$ cat src/rtl/ivh_pkg.sv
package ivh_pkg;
  typedef enum logic [1:0] {HS_IDLE, HS_SEL, HS_VALID} hs_state_t;

  // Smaller value is more urgent; level 2**PRIO_W means nothing in service.
  function automatic logic outranks(input logic [7:0] prio, input logic [7:0] level);
    return prio < level;
  endfunction
endpackage

$ cat src/rtl/ivh_sync.sv
module ivh_sync #(
  parameter int W      = 1,
  parameter int STAGES = 2
) (
  input  logic         clk,
  input  logic         rst_n,
  input  logic [W-1:0] d,
  output logic [W-1:0] q
);
  localparam int N = (STAGES < 1) ? 1 : STAGES;
  logic [W-1:0] st [N];

  always_ff @(posedge clk or negedge rst_n) begin
    if (!rst_n) begin
      for (int i = 0; i < N; i++) st[i] <= '0;
    end else begin
      st[0] <= d;
      for (int i = 1; i < N; i++) st[i] <= st[i-1];
    end
  end

  assign q = st[N-1];
endmodule

$ cat src/rtl/ivh_arbiter.sv
module ivh_arbiter #(
  parameter int NSRC   = 16,
  parameter int PRIO_W = 4,
  localparam int IDX_W = $clog2(NSRC)
) (
  input  logic                     clk,
  input  logic                     rst_n,
  input  logic [NSRC-1:0]          req,
  input  logic [NSRC-1:0]          en,
  input  logic [NSRC*PRIO_W-1:0]   prio_cfg,
  output logic                     best_valid,
  output logic [IDX_W-1:0]         best_idx,
  output logic [PRIO_W-1:0]        best_prio
);
  function automatic logic [PRIO_W-1:0] prio_of(input int i);
    return prio_cfg[i*PRIO_W +: PRIO_W];
  endfunction

  // Strict compare keeps the first (lowest-index) source on a tie.
  always_comb begin
    best_valid = 1'b0;
    best_idx   = '0;
    best_prio  = '1;
    for (int i = 0; i < NSRC; i++) begin
      if (req[i] && en[i] && (!best_valid || prio_of(i) < best_prio)) begin
        best_valid = 1'b1;
        best_idx   = IDX_W'(i);
        best_prio  = prio_of(i);
      end
    end
  end

  assert_winner_active_R2: assert property (@(posedge clk) disable iff (!rst_n)
    best_valid |-> (req[best_idx] && en[best_idx]));
endmodule

$ cat src/rtl/ivh_prio_stack.sv
module ivh_prio_stack #(
  parameter int PRIO_W = 4,
  parameter int DEPTH  = 16,
  localparam int LVL_W = PRIO_W + 1
) (
  input  logic              clk,
  input  logic              rst_n,
  input  logic              push,
  input  logic [PRIO_W-1:0] push_prio,
  input  logic              pop,
  output logic [LVL_W-1:0]  level,
  output logic [LVL_W-1:0]  level_next,
  output logic              ovf,
  output logic              unf
);
  localparam int CNT_W = $clog2(DEPTH + 1);
  localparam int IDX_W = $clog2(DEPTH);
  localparam logic [LVL_W-1:0] NONE = LVL_W'(1 << PRIO_W);

  logic [PRIO_W-1:0] mem [DEPTH];
  logic [CNT_W-1:0]  cnt, cnt_after_pop, cnt_n;
  logic              empty, full, do_pop, do_push;

  assign empty         = (cnt == '0);
  assign full          = (cnt == CNT_W'(DEPTH));
  assign do_pop        = pop && !empty;
  assign cnt_after_pop = cnt - CNT_W'(do_pop);
  assign do_push       = push && (cnt_after_pop != CNT_W'(DEPTH));
  assign cnt_n         = cnt_after_pop + CNT_W'(do_push);

  always_comb begin
    if (empty) level = NONE;
    else       level = {1'b0, mem[IDX_W'(cnt - 1'b1)]};
    if (do_push)           level_next = {1'b0, push_prio};
    else if (cnt_n == '0)  level_next = NONE;
    else                   level_next = {1'b0, mem[IDX_W'(cnt_n - 1'b1)]};
  end

  always_ff @(posedge clk or negedge rst_n) begin
    if (!rst_n) begin
      cnt <= '0;
      ovf <= 1'b0;
      unf <= 1'b0;
      for (int i = 0; i < DEPTH; i++) mem[i] <= '0;
    end else begin
      cnt <= cnt_n;
      ovf <= push && !do_push;
      unf <= pop && empty;
      if (do_push) mem[IDX_W'(cnt_after_pop)] <= push_prio;
    end
  end

  assert_no_overflow_R8: assert property (@(posedge clk) disable iff (!rst_n)
    (push && full && !pop) |=> (cnt == $past(cnt)));
  assert_no_underflow_R8: assert property (@(posedge clk) disable iff (!rst_n)
    (pop && empty && !push) |=> (cnt == '0));
endmodule

$ cat src/rtl/vic_handshake_ctrl.sv
module vic_handshake_ctrl
  import ivh_pkg::*;
#(
  parameter int NSRC        = 16,
  parameter int PRIO_W      = 4,
  parameter int ADDR_W      = 30,
  parameter int STACK_DEPTH = 16,
  parameter int SYNC_STAGES = 2,
  parameter bit REQ_SYNC    = 1'b0
) (
  input  logic                     clk,
  input  logic                     rst_n,
  input  logic [NSRC-1:0]          irq_req,
  input  logic [NSRC-1:0]          irq_en,
  input  logic [NSRC*PRIO_W-1:0]   prio_cfg,
  input  logic [NSRC*ADDR_W-1:0]   vec_cfg,
  input  logic                     ack_in,
  input  logic                     eos_pulse,
  output logic                     irq_n,
  output logic [ADDR_W-1:0]        vec_addr,
  output logic                     vec_valid,
  output logic                     stack_ovf,
  output logic                     stack_unf
);
  localparam int IDX_W = $clog2(NSRC);
  localparam int LVL_W = PRIO_W + 1;

  logic [NSRC-1:0]   req_s;
  logic              ack_s;
  logic              best_valid;
  logic [IDX_W-1:0]  best_idx;
  logic [PRIO_W-1:0] best_prio, held_prio;
  logic [LVL_W-1:0]  level, level_next;
  logic              above_now, above_next, push_ev;
  logic [ADDR_W-1:0] best_vec;
  hs_state_t         state;

  generate
    if (REQ_SYNC) begin : g_req_sync
      ivh_sync #(.W(NSRC), .STAGES(SYNC_STAGES)) u_req_sync (
        .clk(clk), .rst_n(rst_n), .d(irq_req), .q(req_s));
    end else begin : g_req_direct
      assign req_s = irq_req;
    end
  endgenerate

  ivh_sync #(.W(1), .STAGES(SYNC_STAGES)) u_ack_sync (
    .clk(clk), .rst_n(rst_n), .d(ack_in), .q(ack_s));

  ivh_arbiter #(.NSRC(NSRC), .PRIO_W(PRIO_W)) u_arb (
    .clk(clk), .rst_n(rst_n), .req(req_s), .en(irq_en), .prio_cfg(prio_cfg),
    .best_valid(best_valid), .best_idx(best_idx), .best_prio(best_prio));

  assign push_ev = (state == HS_VALID) && !ack_s;

  ivh_prio_stack #(.PRIO_W(PRIO_W), .DEPTH(STACK_DEPTH)) u_stack (
    .clk(clk), .rst_n(rst_n), .push(push_ev), .push_prio(held_prio),
    .pop(eos_pulse), .level(level), .level_next(level_next),
    .ovf(stack_ovf), .unf(stack_unf));

  assign above_now  = best_valid && outranks(8'(best_prio), 8'(level));
  assign above_next = best_valid && outranks(8'(best_prio), 8'(level_next));
  assign best_vec   = vec_cfg[best_idx*ADDR_W +: ADDR_W];

  always_ff @(posedge clk or negedge rst_n) begin
    if (!rst_n) begin
      state     <= HS_IDLE;
      irq_n     <= 1'b1;
      vec_addr  <= '0;
      vec_valid <= 1'b0;
      held_prio <= '0;
    end else begin
      irq_n <= !above_next;
      case (state)
        HS_IDLE: begin
          if (above_now) begin
            vec_addr  <= best_vec;
            held_prio <= best_prio;
          end
          if (ack_s && !irq_n) state <= HS_SEL;
        end
        HS_SEL: begin
          if (above_now) begin
            vec_addr  <= best_vec;
            held_prio <= best_prio;
          end
          vec_valid <= 1'b1;
          state     <= HS_VALID;
        end
        HS_VALID: begin
          if (!ack_s) begin
            vec_valid <= 1'b0;
            state     <= HS_IDLE;
          end
        end
        default: state <= HS_IDLE;
      endcase
    end
  end

  assert_valid_follows_ack_R4: assert property (@(posedge clk) disable iff (!rst_n)
    $rose(vec_valid) |-> $past(ack_s, 2));
  assert_vec_stable_R5: assert property (@(posedge clk) disable iff (!rst_n)
    (vec_valid && $past(vec_valid)) |-> $stable(vec_addr));
  assert_drop_on_ack_low_R6: assert property (@(posedge clk) disable iff (!rst_n)
    $fell(vec_valid) |-> !$past(ack_s));
endmodule

$ cat config.mk
export PLATFORM = sky130hd
export DESIGN_NAME = vic_handshake_ctrl
export DESIGN_NICKNAME = d
export VERILOG_FILES = /design/src/rtl/ivh_pkg.sv /design/src/rtl/ivh_sync.sv /design/src/rtl/ivh_arbiter.sv /design/src/rtl/ivh_prio_stack.sv /design/src/rtl/vic_handshake_ctrl.sv
export SDC_FILE = /design/constraint.sdc
export NUM_CORES = 1
export LEC_CHECK = 0
export ABC_AREA = 1
export BUFFER_PORTS_ARGS = -buffer_cell sky130_fd_sc_hd__buf_4
export CORE_AREA = 8 8 235 237
export CTS_BUF_LIST = sky130_fd_sc_hd__clkbuf_8
export CTS_CLUSTER_DIAMETER = 80
export DETAILED_ROUTE_END_ITERATION = 10
export DIE_AREA = 0 0 243 245
export HOLD_SLACK_MARGIN = 0.03
export SYNTH_ARGS = -nofsm -noshare
export SYNTH_HDL_FRONTEND = slang
export SYNTH_SLANG_ARGS = --single-unit
$ cat constraint.sdc
create_clock -name clk -period 15.48 [get_ports clk]
set_input_delay 0.774 -clock clk [delete_from_list [all_inputs] [get_ports clk]]
set_output_delay 0.774 -clock clk [all_outputs]
set_load 0.01 [all_outputs]
== Word-level counts from Yosys, hierarchy flattened ==
Cells that the tools add are included.
Storage, ports and cells
  ROM bits: 0
  bits in latches: 0
  memories kept: 0
  RAM bits: 0
  output and inout port bits: 34
  flip-flop bits (word level): 111
Cells by class
  equality and inequality tests: 5
  divide/modulo/power cells: 0
  add/sub/neg operators: 4
  shift-type cells: 1
  reductions and logical operators: 83
  $mul: 1
  bitwise logic cells: 3
  magnitude comparators: 21
  multiplexer cells: 64
Operators with widths (number)
  indexed part select 480 x 10 -> 30 bit: 1
  two-way mux 4 bit: 29
  bitwise mux 64 bit: 1
  < comparator 4 bit: 15
  logical AND 1 bit: 40
  binary-select mux 4 bit (select 4 bit): 2
  logical NOT 1 bit: 20
  two-way mux 1 bit: 18
  demux 4 bit (select 4 bit): 1
  >= comparator 5 bit (second input constant): 3
  logical OR 1 bit: 15
  two-way mux 5 bit: 3
  inverter 4 -> 5 bit: 3
  two-way mux 3 bit: 4
  logical NOT 5 bit: 2
  < comparator 4 x 5 -> 1 bit: 2
  multiplier 4 x 4 -> 8 bit (second input constant): 1
  two-way mux 2 bit: 4
  subtractor 4 x 1 -> 4 bit (second input constant): 2
  one-hot mux 2 bit (3 select lines): 1
  AND reduction 2 bit: 3
  adder 5 x 1 -> 5 bit: 1
  < comparator 5 x 1 -> 1 bit (second input constant): 1
  != test 5 bit (second input constant): 1
  8 further kinds: 9

== Logic depth before layout (Yosys ltp) ==
  depth after elaboration: 65
  mapped depth: 153

== Modules after synthesis ==
Synthesis repeated with hierarchy kept, for this count alone.
Second synthesis, totals
  cells, all modules: 2503
  area total of the unflattened synthesis: 13868.3 um^2
By module, submodules not included
  vic_handshake_ctrl: times used 1, area each 6363.6 um^2, cells each 1282, sequential area each 952.2 um^2
  ivh_prio_stack: times used 1, area each 4444.3 um^2, cells each 624, sequential area each 1776.7 um^2
  ivh_arbiter: times used 1, area each 3010.4 um^2, cells each 595, sequential area each 0.0 um^2
  ivh_sync: times used 1, area each 50.0 um^2, cells each 2, sequential area each 50.0 um^2

== Worst setup path before layout ==
Ideal clock, no wire load.
  kind: input-to-reg
  start: in irq_req[0]
  end: reg vec_addr[0]
  path slack: 0.450 ns
  arrival: 14.964 ns
  library setup time: 0.066 ns
  cell stages on the path: 106
  buffers on the path: 4
  path through: nand2_1 nor2_1 ha_1 a31oi_1 nand2_1 nand2_2 nand2_2 o21ai_0 ha_1 o21a_1 nand2_2 nand2_4 o21ai_0 ha_1 o21ai_0 inv_1 nand2_2 nand2_4 (+70 left out) nand2_1 nand2_1 nand2_2 buf_6 buf_4 buf_4 inv_2 nand2_1 o21ai_0 ha_1 a21oi_1 o21ai_0 a211oi_1 nand2_2 inv_2 buf_6 nand2_1 nand2_1
Between the ends
  word-level cells in the longest chain between the ends: 65
  elaborated cells between the ends (all ways): 113
  classes of those cells: 1 x mul; 16 x order compare; 1 x shift; 47 x mux; 48 x reduce/logical
Ends and longest elaborated chain
  start, declared: RTL line vic_handshake_ctrl.sv:13  | input logic [NSRC-1:0] irq_req,
  logical AND 1 bit (*): RTL line ivh_arbiter.sv:25  | if (req[i] && en[i] && (!best_valid || prio_of(i) < best_prio)) begin
  two-way mux 4 bit / two-way mux 1 bit (equally long branches): RTL line ivh_arbiter.sv:25
  < comparator 4 bit / logical NOT 1 bit (equally long branches): RTL line ivh_arbiter.sv:25
  logical OR 1 bit: RTL line ivh_arbiter.sv:25
  logical AND 1 bit: RTL line ivh_arbiter.sv:25
  two-way mux 4 bit / two-way mux 1 bit (equally long branches): RTL line ivh_arbiter.sv:25
  < comparator 4 bit / logical NOT 1 bit (equally long branches): RTL line ivh_arbiter.sv:25
  logical OR 1 bit: RTL line ivh_arbiter.sv:25
  (+50 left out)
  < comparator 4 bit / logical NOT 1 bit (equally long branches): RTL line ivh_arbiter.sv:25
  logical OR 1 bit: RTL line ivh_arbiter.sv:25
  logical AND 1 bit: RTL line ivh_arbiter.sv:25
  two-way mux 4 bit (*): RTL line ivh_arbiter.sv:25
  named net best_prio[3]: RTL line vic_handshake_ctrl.sv:32  | logic [PRIO_W-1:0] best_prio, held_prio;
  < comparator 4 x 5 -> 1 bit (*): RTL line ivh_pkg.sv:6  | return prio < level;
  logical AND 1 bit (*): RTL line vic_handshake_ctrl.sv:61  | assign above_now = best_valid && outranks(8'(best_prio), 8'(level));
  AND reduction 2 bit (no line) (*)
  end signal, assigned: RTL line vic_handshake_ctrl.sv:77  | vec_addr <= best_vec;
  end signal, assigned: RTL line vic_handshake_ctrl.sv:84  | vec_addr <= best_vec;
  end, declared: RTL line vic_handshake_ctrl.sv:20  | output logic [ADDR_W-1:0] vec_addr,
The timed path passes the listed nets; every way through them passes the cells marked *.
A chain may end at the register's enable or synchronous reset.

== Final worst setup path ==
  start: in irq_req[0]
  end: reg vec_addr[8]
Same word-level chain as after synthesis.

==> results.json <==
{
  "drive_above_1_share_pct": 24.68,
  "regArea_um2": 2779,
  "clk_path_buf_depth": 2,
  "critPathArrivalTime_ns": 14.33,
  "cts_tree": "done",
  "use_met3_pct": 6.663,
  "grt_remaining_overflow": 0,
  "syn_to_final_growth_pct": 42.47,
  "crit_fanout": 20,
  "grt_pass1_vias": 18380,
  "hold_path_depth": 0,
  "place_ws_ns": -0.2330,
  "startpoint_type": "primary input",
  "ys_warn_count": 0,
  "path_clk_slew_ns": 0.11,
  "crit_top_cell": "nand2_2",
  "setup_viol": 0,
  "wire_per_inst_um": 20.35,
  "fp.dieH_um": 245,
  "finalWorstSetupSlack_ns": 1.497,
  "numPlacedInstances": 3937,
  "fin_crit_ns": 13.98,
  "fp.dieW_um": 243,
  "drc_errors": 0,
  "critPathKind": "in2reg",
  "io_pins": 614,
  "syn-instance-count": 2689,
  "skew_ns": 0.02200,
  "synthFlopType": "dfrtp_1",
  "initial_core_util_pct": 28.05,
  "netlist_area_um2": 14500,
  "vdd_drop_max_uv": 162.9,
  "leakage_uw": 0.01205,
  "gp_congestion": 0.9754,
  "n_fill_cell": 5823,
  "place.port_buffers": 613,
  "reg2reg_depth": 28,
  "synth_edf_count": 0,
  "max-cap-violations": 0,
  "hold_viol_final": 0,
  "dieArea_um2": 59540,
  "routed_wl_um": 80740,
  "p_sw_share_pct": 56.85,
  "met2_usage_pct": 42.89,
  "clk_latency_ns": 0.42,
  "combPwrFrac_pct": 80.5,
  "vias": 19510,
  "track_usage_pct": 25.66,
  "status": "complete, no violations",
  "slew_violations": 0,
  "coreArea_um2": 51710,
  "seq_power_share_pct": 14.2,
  "ys_seq_elements": 111,
  "syn_area_per_cell_um2": 5.393,
  "cts_buffers": 9,
  "synth_fp_nets": 3298,
  "multiInputGateArea_um2": 9274,
  "hold_class": "reg2reg",
  "grt_pass1_wl_um": 117800,
  "end_kind": "register",
  "vias_per_cell": 4.917,
  "rows": 84,
  "p_clk_share_pct": 5.3,
  "dp_hpwl_um": 67320,
  "p_sw_uw": 2125,
  "drt-pass1-iter-count": 6,
  "finish.net_count": 3870,
  "top_usage_layer": "met2",
  "antenna_found_initial": 28,
  "clock_sinks": 111,
  "power_density_nw_per_um2": 180.9,
  "drtIter0Drc": 1690,
  "internal-power_uw": 1613,
  "worstMarginPinSlew_ns": 1.028,
  "crit_slowest_cell": "ha_1",
  "ys_types": 42,
  "grt_max_degree": 90,
  "use_met1_pct": 32.45,
  "slowest_delay_ns": 0.30,
  "ant_nets": 0,
  "max_slew_margin_pct": 31.00,
  "stdcell_count": 3967,
  "synthArstFlopShare_pct": 100.0,
  "cts_hold_buffers": 0,
  "fin_crit_sh_pct": 90.33,
  "fmax_mhz": 71.52,
  "yosysSeqAreaShare_pct": 19.16,
  "cts-root-buf": "clkbuf_8",
  "h-tree-depth": 3,
  "required_ns": 15.82
}
==> synth_stat cells (all sizes together), types with 2 or more instances <==
cell / n / area (um^2)
xnor2: 3 / 26.28
o21ai: 152 / 764.5
o22ai: 4 / 25.02
a221o: 2 / 20.02
o221ai: 5 / 43.79
dfrtp: 110 / 2753
nand3b: 61 / 457.9
buf: 80 / 455.4
xor2: 3 / 26.28
a21oi: 57 / 285.3
nor3: 9 / 45.04
or2: 3 / 18.77
o311ai: 3 / 26.28
nand4: 3 / 18.77
ha: 29 / 362.9
o21a: 4 / 30.03
a32o: 2 / 20.02
nand3: 637 / 3193
a22oi: 2 / 15.01
inv: 480 / 1802
nor2: 77 / 294.0
o31ai: 4 / 30.03
clkbuf: 73 / 274.0
a211oi: 3 / 22.52
nand2: 876 / 3421
==> final timing paths <==
check / startpoint / to / slack (ns)
min in group asynchronous: rst_n / u_stack.cnt[4]$_DFF_PN0_ / 0.40
min: u_ack_sync.st[1]$_DFF_PN0_ / u_ack_sync.q$_DFF_PN0_ / 0.36
max reg2reg: u_stack.cnt[0]$_DFF_PN0_ / irq_n$_DFF_PN1_ / 8.35
min reg2reg: u_ack_sync.st[1]$_DFF_PN0_ / u_ack_sync.q$_DFF_PN0_ / 0.36
max: irq_req[0] / vec_addr[8]$_DFFE_PN0P_ / 1.50
max in group asynchronous: rst_n / u_stack.mem[51]$_DFFE_PN0P_ / 13.85
==> power groups by stage <==
| stage | Clock, uW | Combinational, uW | Sequential [uW] |
|---|---|---|---|
| floorplan | 0 | 1850 | 526 |
| global placement | 0 | 2930 | 536 |
| detailed placement | 0 | 2950 | 533 |
| CTS | 207 | 2960 | 530 |
| global route | 218 | 3310 | 547 |
| finish | 199 | 3010 | 531 |
==> per-stage QoR <==
step / total power [uW] / area [um^2] / hold WS (ns) / setup TNS [ns] / utilization [%]
final: 3737 / 20660 / 0.3595 / 0 / 39.96
after global routing: 4073 / 20650 / 0.3637 / -0.01425 / 39.94
after CTS: 3696 / 20590 / 0.3610 / 0 / 39.83
after detailed placement: 3483 / 20370 / 0.3347 / -6.850 / 39.40
after global placement: 3471 / 20370 / 0.3321 / 0 / 39.40
after floorplan: 2376 / 14500 / 0.3312 / 0 / -
==> layout make-up <==
cell class	instances	share of cell area, %
multi-input combinational	1944	44.88
timing repair buffer	714	27.53
clock buffer	9	0.5995
tap	688	4.166
antenna	13	0.1574
inverter	481	8.750
clock inverter	7	0.4602
sequential	111	13.45
==> sequential cells by signal (all words and copies together), names as in the netlist <==
signal / cells
irq_n: 1
vec_valid: 1
state: 2
u_ack_sync.st: 1
u_stack.cnt: 5
held_prio: 4
u_stack.unf: 1
u_stack.mem: 64
u_stack.ovf: 1
u_ack_sync.q: 1
vec_addr: 30
==> layout by cell type (no fill, tap or decap), drive strengths merged, types with 2 or more instances in the layout <==
cell / netlist / final
nand2: 876 / 876
buf: 80 / 714
nand3: 637 / 637
inv: 480 / 484
o21ai: 152 / 152
dfrtp: 110 / 110
nor2: 77 / 77
nand3b: 61 / 61
a21oi: 57 / 57
ha: 29 / 29
diode: 0 / 13
nor3: 9 / 9
clkbuf: 73 / 9
o221ai: 5 / 5
o21a: 4 / 4
o22ai: 4 / 4
o31ai: 4 / 4
nand4: 3 / 3
xor2: 3 / 3
or2: 3 / 3
xnor2: 3 / 3
o311ai: 3 / 3
a211oi: 3 / 3
clkinv: 1 / 3
a32o: 2 / 2
a22oi: 2 / 2
a221o: 2 / 2
==> kinds of logic after synthesis <==
family	share of synthesized area [%]
buffers and inverters	17.48
AO/OA/AOI/OAI	9.050
AND/OR/NAND/NOR	51.45
adder cells (fa/ha/maj)	2.502
flip-flops	19.16
XOR/XNOR	0.3624
==> routing by layer <==
| metal | share of wire [%] | wire [um] |
|---|---|---|
| met1 | 41 | 33330 |
| met2 | 48 | 38850 |
| met3 | 7.8 | 6276 |
| met4 | 2.6 | 2127 |
| met5 | 0.19 | 150 |
==> worst max-delay path, delay by kind of cell <==
family                     cells  cell delay [ns]
AOI/OAI and AO/OA             29             4.45
buffers and inverters         13             0.97
adders and majority gates     16             4.18
and+or+nand+nor               51             3.88
==> timing repair <==
action	in CTS	in global routing
setup buffers	0	1
setup endpoints to repair	0	35
endpoints found under the hold margin	0	0
resized for setup	0	22
No activity file was read; power rests on OpenSTA's default activity.
